File: config.mk
export PLATFORM = sky130hd
export DESIGN_NAME = hpa_strobe_seq
export DESIGN_NICKNAME = d
export VERILOG_FILES = /design/src/rtl/hpa_pkg.sv /design/src/rtl/hpa_cycle_timer.sv /design/src/rtl/hpa_pin_driver.sv /design/src/rtl/hpa_strobe_seq.sv
export SDC_FILE = /design/constraint.sdc
export NUM_CORES = 1
export LEC_CHECK = 0
export BUFFER_PORTS_ARGS = -buffer_cell sky130_fd_sc_hd__buf_2
export CAP_MARGIN = 20
export CELL_PAD_IN_SITES_DETAIL_PLACEMENT = 0
export CELL_PAD_IN_SITES_GLOBAL_PLACEMENT = 2
export CORE_MARGIN = 2
export CORE_UTILIZATION = 23
export DETAILED_ROUTE_END_ITERATION = 10
export HOLD_SLACK_MARGIN = 0.06
export PLACE_DENSITY_LB_ADDON = 0.1
export REMOVE_ABC_BUFFERS = 1
export SLEW_MARGIN = 15
export SYNTH_ARGS = -nofsm -noshare
export SYNTH_HDL_FRONTEND = slang
export SYNTH_SLANG_ARGS = --single-unit
File: constraint.sdc
create_clock -name clk -period 1.77 [get_ports clk]
set_input_delay 0.2655 -clock clk [delete_from_list [all_inputs] [get_ports clk]]
set_output_delay 0.2655 -clock clk [all_outputs]
set_load 0.05 [all_outputs]
File: src/rtl/hpa_pkg.sv
package hpa_pkg;

  typedef enum logic [2:0] {
    ST_IDLE,
    ST_SETUP,
    ST_STB_LOW,
    ST_WAIT_RDY,
    ST_RDY_HOLD,
    ST_RELEASE,
    ST_RECOVER
  } hpa_state_e;

  // Effective target strobe, active low.
  function automatic logic eff_strobe_n(input logic cs_n, input logic a_n, input logic b_n);
    return ~(a_n ^ b_n) | cs_n;
  endfunction

  function automatic int max_of(input int a, input int b);
    return (a > b) ? a : b;
  endfunction

endpackage

File: src/rtl/hpa_cycle_timer.sv
module hpa_cycle_timer #(
  parameter int CW = 8
) (
  input  logic          clk,
  input  logic          rst_n,
  input  logic          load,
  input  logic [CW-1:0] load_val,
  output logic          expired
);
  logic [CW-1:0] cnt_q;

  always_ff @(posedge clk) begin
    if (!rst_n)              cnt_q <= '0;
    else if (load)           cnt_q <= load_val;
    else if (cnt_q != '0)    cnt_q <= cnt_q - 1'b1;
  end

  assign expired = (cnt_q == '0);
endmodule

File: src/rtl/hpa_pin_driver.sv
module hpa_pin_driver #(
  parameter int STB_SEL = 0
) (
  input  logic acc_on,
  input  logic stb_on,
  output logic cs_n,
  output logic ds_a_n,
  output logic ds_b_n
);
  assign cs_n = ~acc_on;

  // One data-strobe line pulses, the other is parked high.
  generate
    if (STB_SEL == 0) begin : g_line_a
      assign ds_a_n = ~stb_on;
      assign ds_b_n = 1'b1;
    end else begin : g_line_b
      assign ds_a_n = 1'b1;
      assign ds_b_n = ~stb_on;
    end
  endgenerate
endmodule

File: src/rtl/hpa_strobe_seq.sv
module hpa_strobe_seq
  import hpa_pkg::*;
#(
  parameter int DW        = 16,
  parameter int SETUP_CYC = 2,
  parameter int LOW_MIN   = 4,
  parameter int RDY_HOLD  = 1,
  parameter int DATA_HOLD = 1,
  parameter int HIGH_MIN  = 4,
  parameter int TMO_CYC   = 16,
  parameter bit TMO_EN    = 1'b1,
  parameter int STB_SEL   = 0
) (
  input  logic          clk,
  input  logic          rst_n,
  input  logic          req_valid,
  output logic          req_ready,
  input  logic          req_rnw,
  input  logic [1:0]    req_ctl,
  input  logic          req_half,
  input  logic [DW-1:0] req_wdata,
  output logic          done,
  output logic          err,
  output logic [DW-1:0] rd_data,
  output logic          cs_n,
  output logic          ds_a_n,
  output logic          ds_b_n,
  output logic          as_n,
  output logic [1:0]    sel_ctl,
  output logic          sel_rnw,
  output logic          sel_half,
  output logic [DW-1:0] bus_out,
  output logic          bus_oe,
  input  logic [DW-1:0] bus_in,
  input  logic          rdy_n
);
  localparam int MAXC = max_of(max_of(max_of(SETUP_CYC, LOW_MIN), max_of(RDY_HOLD, DATA_HOLD)),
                               max_of(HIGH_MIN, TMO_CYC));
  localparam int CW   = $clog2(MAXC + 1);

  function automatic logic [CW-1:0] span(input int n);
    return CW'(n - 1);
  endfunction

  hpa_state_e    st_q, st_d;
  logic          ld, expired;
  logic [CW-1:0] ld_val;
  logic          cmd_rnw, cmd_half;
  logic [1:0]    cmd_ctl;
  logic [DW-1:0] cmd_wdata, rd_q;
  logic          as_low_q, done_q, err_q, abort_q;
  logic          acc_on, stb_on;

  // Named internal events, also observed by the checker.
  logic accept, rdy_take, tmo_abort, last_release, eff_stb_n;
  assign accept       = req_valid && (st_q == ST_IDLE);
  assign rdy_take     = (st_q == ST_WAIT_RDY) && !rdy_n;
  assign tmo_abort    = TMO_EN && (st_q == ST_WAIT_RDY) && rdy_n && expired;
  assign last_release = (st_q == ST_RELEASE) && expired;

  always_comb begin
    st_d   = st_q;
    ld     = 1'b0;
    ld_val = '0;
    case (st_q)
      ST_IDLE:     if (req_valid) begin st_d = ST_SETUP;    ld = 1'b1; ld_val = span(SETUP_CYC); end
      ST_SETUP:    if (expired)   begin st_d = ST_STB_LOW;  ld = 1'b1; ld_val = span(LOW_MIN);   end
      ST_STB_LOW:  if (expired)   begin st_d = ST_WAIT_RDY; ld = 1'b1; ld_val = span(TMO_CYC);   end
      ST_WAIT_RDY: begin
        if (!rdy_n)         begin st_d = ST_RDY_HOLD; ld = 1'b1; ld_val = span(RDY_HOLD);  end
        else if (tmo_abort) begin st_d = ST_RELEASE;  ld = 1'b1; ld_val = span(DATA_HOLD); end
      end
      ST_RDY_HOLD: if (expired)   begin st_d = ST_RELEASE;  ld = 1'b1; ld_val = span(DATA_HOLD); end
      ST_RELEASE:  if (expired)   begin st_d = ST_RECOVER;  ld = 1'b1; ld_val = span(HIGH_MIN);  end
      ST_RECOVER:  if (expired)     st_d = ST_IDLE;
      default:                      st_d = ST_IDLE;
    endcase
  end

  hpa_cycle_timer #(.CW(CW)) u_tmr (
    .clk      (clk),
    .rst_n    (rst_n),
    .load     (ld),
    .load_val (ld_val),
    .expired  (expired)
  );

  always_ff @(posedge clk) begin
    if (!rst_n) begin
      st_q      <= ST_IDLE;
      cmd_rnw   <= 1'b1;
      cmd_ctl   <= '0;
      cmd_half  <= 1'b0;
      cmd_wdata <= '0;
      rd_q      <= '0;
      as_low_q  <= 1'b0;
      done_q    <= 1'b0;
      err_q     <= 1'b0;
      abort_q   <= 1'b0;
    end else begin
      st_q <= st_d;
      if (accept) begin
        cmd_rnw   <= req_rnw;
        cmd_ctl   <= req_ctl;
        cmd_half  <= req_half;
        cmd_wdata <= req_wdata;
        abort_q   <= 1'b0;
      end
      if (tmo_abort) abort_q <= 1'b1;
      if (rdy_take && cmd_rnw) rd_q <= bus_in;
      if (st_q == ST_SETUP)        as_low_q <= 1'b1;
      else if (st_q == ST_RELEASE) as_low_q <= 1'b0;
      done_q <= last_release;
      err_q  <= last_release && abort_q;
    end
  end

  assign acc_on = (st_q == ST_SETUP) || (st_q == ST_STB_LOW) || (st_q == ST_WAIT_RDY) ||
                  (st_q == ST_RDY_HOLD) || (st_q == ST_RELEASE);
  assign stb_on = (st_q == ST_STB_LOW) || (st_q == ST_WAIT_RDY) || (st_q == ST_RDY_HOLD);

  hpa_pin_driver #(.STB_SEL(STB_SEL)) u_pins (
    .acc_on (acc_on),
    .stb_on (stb_on),
    .cs_n   (cs_n),
    .ds_a_n (ds_a_n),
    .ds_b_n (ds_b_n)
  );

  assign eff_stb_n = eff_strobe_n(cs_n, ds_a_n, ds_b_n);
  assign req_ready = (st_q == ST_IDLE);
  assign as_n      = ~as_low_q;
  assign sel_ctl   = cmd_ctl;
  assign sel_rnw   = cmd_rnw;
  assign sel_half  = cmd_half;
  assign bus_out   = cmd_wdata;
  assign bus_oe    = acc_on && !cmd_rnw;
  assign rd_data   = rd_q;
  assign done      = done_q;
  assign err       = err_q;
endmodule

# After elaboration in Yosys (flattened, before gate mapping)
# Cells that the tools add are included.
dict set report word_totals {
  regBits 48
  out_inout_bits 44
  elab_cells 77
}
dict set report op_classes {
  n_addsub 1
  n_eq_ne 13
  muxes 24
  bitwise 3
  reduce_logical 25
}
# op count
set op_table {}
lappend op_table {{3-bit 2-to-1 mux} 8}
lappend op_table {{3-bit case mux with 7 select lines} 1}
lappend op_table {{2-bit inequality test, second input constant} 6}
lappend op_table {{4-bit case mux with 3 select lines} 1}
lappend op_table {{5-bit 2-to-1 mux} 2}
lappend op_table {{3-bit equality test, second input constant} 3}
lappend op_table {{1-bit 2-to-1 mux} 9}
lappend op_table {{1-bit logical AND} 8}
lappend op_table {{7-bit AND reduction} 1}
lappend op_table {{3-bit by 2-bit equality test with 1-bit output, second input constant} 2}
lappend op_table {{1-bit logical OR} 6}
lappend op_table {{2-bit nonzero test} 3}
lappend op_table {{5-bit zero test} 1}
lappend op_table {{5-bit nonzero test} 1}
lappend op_table {{5-bit by 1-bit subtractor with 5-bit output, second input constant} 1}
lappend op_table {{4-bit 2-to-1 mux} 1}
lappend op_table {{4-bit OR reduction} 1}
lappend op_table {{3-bit by 1-bit equality test with 1-bit output, second input constant} 1}
lappend op_table {{3-bit zero test} 1}
lappend op_table {{3-bit inequality test, second input constant} 1}
lappend op_table {{1-bit inverter} 3}
lappend op_table {{1-bit case mux with 3 select lines} 1}
lappend op_table {{1-bit zero test} 2}
lappend op_table {{2-bit 2-to-1 mux} 1}
lappend op_table {{2-bit OR reduction} 1}

# Longest topological paths before layout
dict set report logic_depth {
  word_depth 7
  mapped_depth 8
  depth_no_buf 6
}

# Hierarchy
# Synthesis repeated with hierarchy kept, for this count alone.
dict set report hier_totals {
  cells_unflattened 252
  area_unflattened_um2 2103.3
}
# mod n_inst cells_each area_each_um2 seq_area_each_um2
set by_module_without_submodules {}
lappend by_module_without_submodules {hpa_strobe_seq 1 214 1784.2 860.8}
lappend by_module_without_submodules {hpa_cycle_timer 1 34 300.3 100.1}
lappend by_module_without_submodules {hpa_pin_driver 1 4 18.8 0.0}

# Worst setup path after synthesis
# OpenSTA, ideal clock, no wires.
dict set report synth_timing {
  kind {reg2out}
  from {reg st_q[2]}
  to {out bus_oe}
  arrival_ns 2.316
  t_required_ns 1.505
  slack_ns -0.811
  stages_incl_launch_ff 4
  path_buffers 0
  path_cell_list {dfxtp_1 -> nor3_1 -> a21o_1 -> nor2_1}
}
dict set report synth_via {
  elab_chain_len 6
  word_cells_on_any_way 10
  classes_between {eq/ne (5); reduce/logical (5)}
}
# element line
set synth_rtl {}
lappend synth_rtl {{start, declared} hpa_strobe_seq.sv:45} ;# hpa_state_e st_q, st_d;
lappend synth_rtl {{start signal, assigned} hpa_strobe_seq.sv:101} ;# st_q <= st_d;
lappend synth_rtl {{3-bit by 1-bit equality test with 1-bit output or 3-bit by 2-bit equality test with 1-bit output (tied branches)} hpa_strobe_seq.sv:118} ;# assign acc_on = (st_q == ST_SETUP) || (st_q == ST_STB_LOW) || (st_q == ST_WAIT_RDY) ||
lappend synth_rtl {{1-bit logical OR (3 in a row)} hpa_strobe_seq.sv:118}
lappend synth_rtl {{1-bit logical OR (*)} hpa_strobe_seq.sv:119} ;# (st_q == ST_RDY_HOLD) || (st_q == ST_RELEASE);
lappend synth_rtl {{1-bit logical AND (*)} hpa_strobe_seq.sv:137} ;# assign bus_oe = acc_on && !cmd_rnw;
lappend synth_rtl {{end, declared} hpa_strobe_seq.sv:33} ;# output logic bus_oe,
# Mark *: on every way between the ends. The rest lies on a longest branch, timed or not.

# Worst setup path after layout
dict set report layout_timing {
  from {reg u_tmr.cnt_q[0]}
  to {reg st_q[1]}
}
dict set report layout_via {
  elab_chain_len 4
  word_cells_on_any_way 9
  classes_between {eq/ne (6); reduce/logical (3)}
}
# element line
set layout_rtl {}
lappend layout_rtl {{start, declared} hpa_cycle_timer.sv:10} ;# logic [CW-1:0] cnt_q;
lappend layout_rtl {{start signal, assigned} hpa_cycle_timer.sv:14} ;# else if (load) cnt_q <= load_val;
lappend layout_rtl {{start signal, assigned} hpa_cycle_timer.sv:15} ;# else if (cnt_q != '0) cnt_q <= cnt_q - 1'b1;
lappend layout_rtl {{5-bit zero test (*)} hpa_cycle_timer.sv:18} ;# assign expired = (cnt_q == '0);
lappend layout_rtl {{1-bit logical AND} hpa_strobe_seq.sv:58} ;# assign tmo_abort = TMO_EN && (st_q == ST_WAIT_RDY) && rdy_n && expired;
lappend layout_rtl {{3-bit inequality test (no source line)} -}
lappend layout_rtl {{7-bit AND reduction (no source line) (*)} -}
# Marked as above.
# A chain may end at the register's enable or synchronous reset.

==> metrics.yaml <==
route:
  ant_nets: 0
  wl_met3_microns: 379
  firstDrtPassIters: 4
  met1_length_microns: 2250
  met2WireLength_microns: 2470
  vias: 1778
  dr.max_layer_used: "met4"
  wirelength_microns: 5150
  routed_via_density: 4.24
  wl_per_cell_microns: 12.3
  drcViolationCount: 0
  drt_iter0_markers: 52
sta:
  skew_ns: 0.00977
  finalCritPeriodShare: 0.959
  rsz0062_at_grt: "yes"
  fin_ws_ns: 0.0721
  period_needed_ns: 1.70
  finalSetupTns_ns: 0
  finalHoldViolations: 0
  fmax_mhz: 589
  maxSlewViolCount: 0
  setup_viol: 0
global_route:
  grt_pass1_vias: 1743
  grt_max_degree: 23
  track_usage: 0.117
  grt_pass1_wl_microns: 8380
  antenna_found_initial: 0
  grt_overflow_total: 0
clock_network:
  holdBufCountCts: 0
  clock_latency_ns: 0.30
  cts_root_buf: "clkbuf_8"
  clock-sinks: 48
  htreeDepth: 2
  clock_path_buffers: 2
  clk_pin_slew_ns: 0.09
  cts_made_buffers: 5
  postCtsSetupRepairBufs: 0
  cts_tree: "yes"
worst_hold_path:
  hp-class: "input pin to register"
  worst_hold_startpoint: "req_rnw"
critical_path:
  crit_arrival_ns: 1.89
  slowest_stage: "or4b_4"
  path_buf_inv: 2
  start_kind: "register"
  path_cells: "inv_1 -> ha_1 -> or4b_4 -> buf_8 -> a21bo_2 -> o221a_2"
  critPathCaptureType: "register"
  critPathMaxStageDelay_ns: 0.46
  reg2reg_slack_ns: 0.07
  critPathLaunch: "u_tmr.cnt_q[0]"
  worstSetupPathType: "register to register"
  critical_path.max_fanout: 14
  critPathTopFamily: "simple AND/OR/NAND/NOR gates"
  required_ns: 1.96
  crit-reg2reg-launch: "u_tmr.cnt_q[0]"
power_and_ir_drop:
  p_comb_frac: 0.488
  seq_power_share: 0.326
  swShare: 0.439
  power_per_cell_area_nw_per_um2: 1590
  internal_power_mw: 2.40
  p_leak_nw: 1.34
  power.switching_mw: 1.87
  irDropWorstVdd_mv: 0.407
  power_frac_clock: 0.186
placement:
  placed_area_sq_um: 2550
  gp_congestion: 0.699
  dp_hpwl_microns: 3700
  place_inst: 411
  io_buffer_count: 82
  post-place-ws_ns: 0.0506
layout:
  nFillCells: 905
  area_growth_pct: 36.7
  final_area_sq_um: 2690
  final_nets: 355
  final_core_util: 0.325
  stdcell_count: 419
  final_layout_size_suffix_gt1_frac: 0.363
  antennaDiodeCount: 0
floorplanning:
  start_util: 0.238
  core_sq_um: 8260
  num_rows: 33
  die_area_sq_um: 9300
  ioPinCount: 84
  die_width_microns: 96.4
  chipHeight_microns: 96.4
run:
  cap_violations: 0
synthesis:
  synth_flop_cell: "dfxtp_1"
  ys_seq_elements: 48
  syn-instance-count: 226
  async_flop_share: 0
  ys_seq_area_frac: 0.489
  synth_warnings: 0
  syn_avg_cell_area_sq_um: 8.69
  synth_cell_types: 39
  netlist_area_sq_um: 1960
  synth_edf_count: 0
outcome:
  status: "complete, no violations"
cell type report:
class                           instances  area, sq um  area share
Tap cell                              105          131      0.0489
Multi-Input combinational cell        156          911       0.339
Sequential cell                        48          962       0.358
Timing Repair Buffer                   96          551       0.205
Clock buffer                            6         72.6      0.0270
Clock inverter                          2         35.0      0.0130
Inverter                                6         22.5     0.00839
per-layer routing:
metal  GRT usage  vias to the layer above
met4      0.0387                        0
li1            -                      923
met5           0                        -
met1       0.143                      798
met2       0.198                       53
met3      0.0341                        4
metrics by stage:
step	hold slack (ns)	power [mW]
4_1_cts	0.165	4.27
3_5_place_dp	0.444	3.45
3_3_place_gp	0.441	3.47
6_report	0.179	4.27
5_1_grt	0.178	4.61
2_1_floorplan	0.337	2.80
worst paths after layout:
check                           cells past startpoint    endpoint
worst min register to register                      2  bus_out[9]
worst max register to register                      6     st_q[1]
worst min-delay path                                3     sel_rnw
worst max-delay path                                6     st_q[1]
layout by cell type (no fill, tap or decap), types with 2 or more instances in the layout:
| master | Yosys | final |
|---|---|---|
| a21oi_1 | 26 | 25 |
| and2_1 | 2 | 2 |
| buf_12 | 0 | 2 |
| buf_2 | 2 | 81 |
| buf_4 | 1 | 11 |
| clkbuf_8 | 0 | 5 |
| dfxtp_1 | 48 | 47 |
| ha_1 | 2 | 2 |
| inv_1 | 6 | 6 |
| mux2i_1 | 16 | 16 |
| nand2_1 | 47 | 47 |
| nand3_1 | 2 | 2 |
| nor2_1 | 28 | 28 |
| nor2b_1 | 3 | 2 |
| nor3_1 | 3 | 2 |
| o21ai_0 | 5 | 4 |
| xnor2_1 | 2 | 2 |
power groups by stage:
stage	sequential, mW	clock, mW	combinational [mW]
finish	1.39	0.793	2.08
global route	1.43	0.883	2.30
CTS	1.39	0.842	2.04
detailed placement	1.41	0	2.03
global placement	1.42	0	2.05
floorplan	1.79	0	1.01
Yosys cell counts, types with 2 or more instances:
| master | count | share of area |
|---|---|---|
| a21oi_1 | 26 | 0.066 |
| and2_1 | 2 | 0.0064 |
| buf_2 | 2 | 0.0051 |
| clkbuf_1 | 10 | 0.019 |
| dfxtp_1 | 48 | 0.49 |
| ha_1 | 2 | 0.013 |
| inv_1 | 6 | 0.011 |
| mux2i_1 | 16 | 0.082 |
| nand2_1 | 47 | 0.090 |
| nand3_1 | 2 | 0.0051 |
| nor2_1 | 28 | 0.054 |
| nor2b_1 | 3 | 0.0096 |
| nor3_1 | 3 | 0.0076 |
| o21ai_0 | 5 | 0.013 |
| xnor2_1 | 2 | 0.0089 |
tightest hold or removal path, delay by kind of cell:
family | cells | cell delay (ns)
buffers and inverters | 1 | 0.08
AND/OR/NAND/NOR | 2 | 0.10
flip-flops by register name, summed over array words and instances (netlist names):
signal       flops
abort_q          1
as_low_q         1
bus_out         16
done             1
err              1
rd_data         16
sel_ctl          2
sel_half         1
sel_rnw          1
st_q             3
u_tmr.cnt_q      5
timing repair:
| action | in CTS | in global routing |
|---|---|---|
| hold endpoints to repair | 0 | 0 |
| cloned | 0 | 0 |
| pin swaps | 0 | 1 |
| endpoints found under the setup margin | 2 | 7 |
| gates resized for setup | 1 | 8 |
logic make-up (layout without fill, tap and decap cells):
logic type	count (synthesis)	count (layout)	synth area share
xor gates and xnor gates	3	3	0.0134
and+or+nand+nor	93	93	0.215
buffers and inverters	22	110	0.0548
AOI/OAI and AO/OA	41	41	0.132
other	1	1	0.00191
muxes	16	16	0.0815
adders and majority gates	2	2	0.0127
DFF	48	48	0.489
No activity file was read; power rests on OpenSTA's default activity.
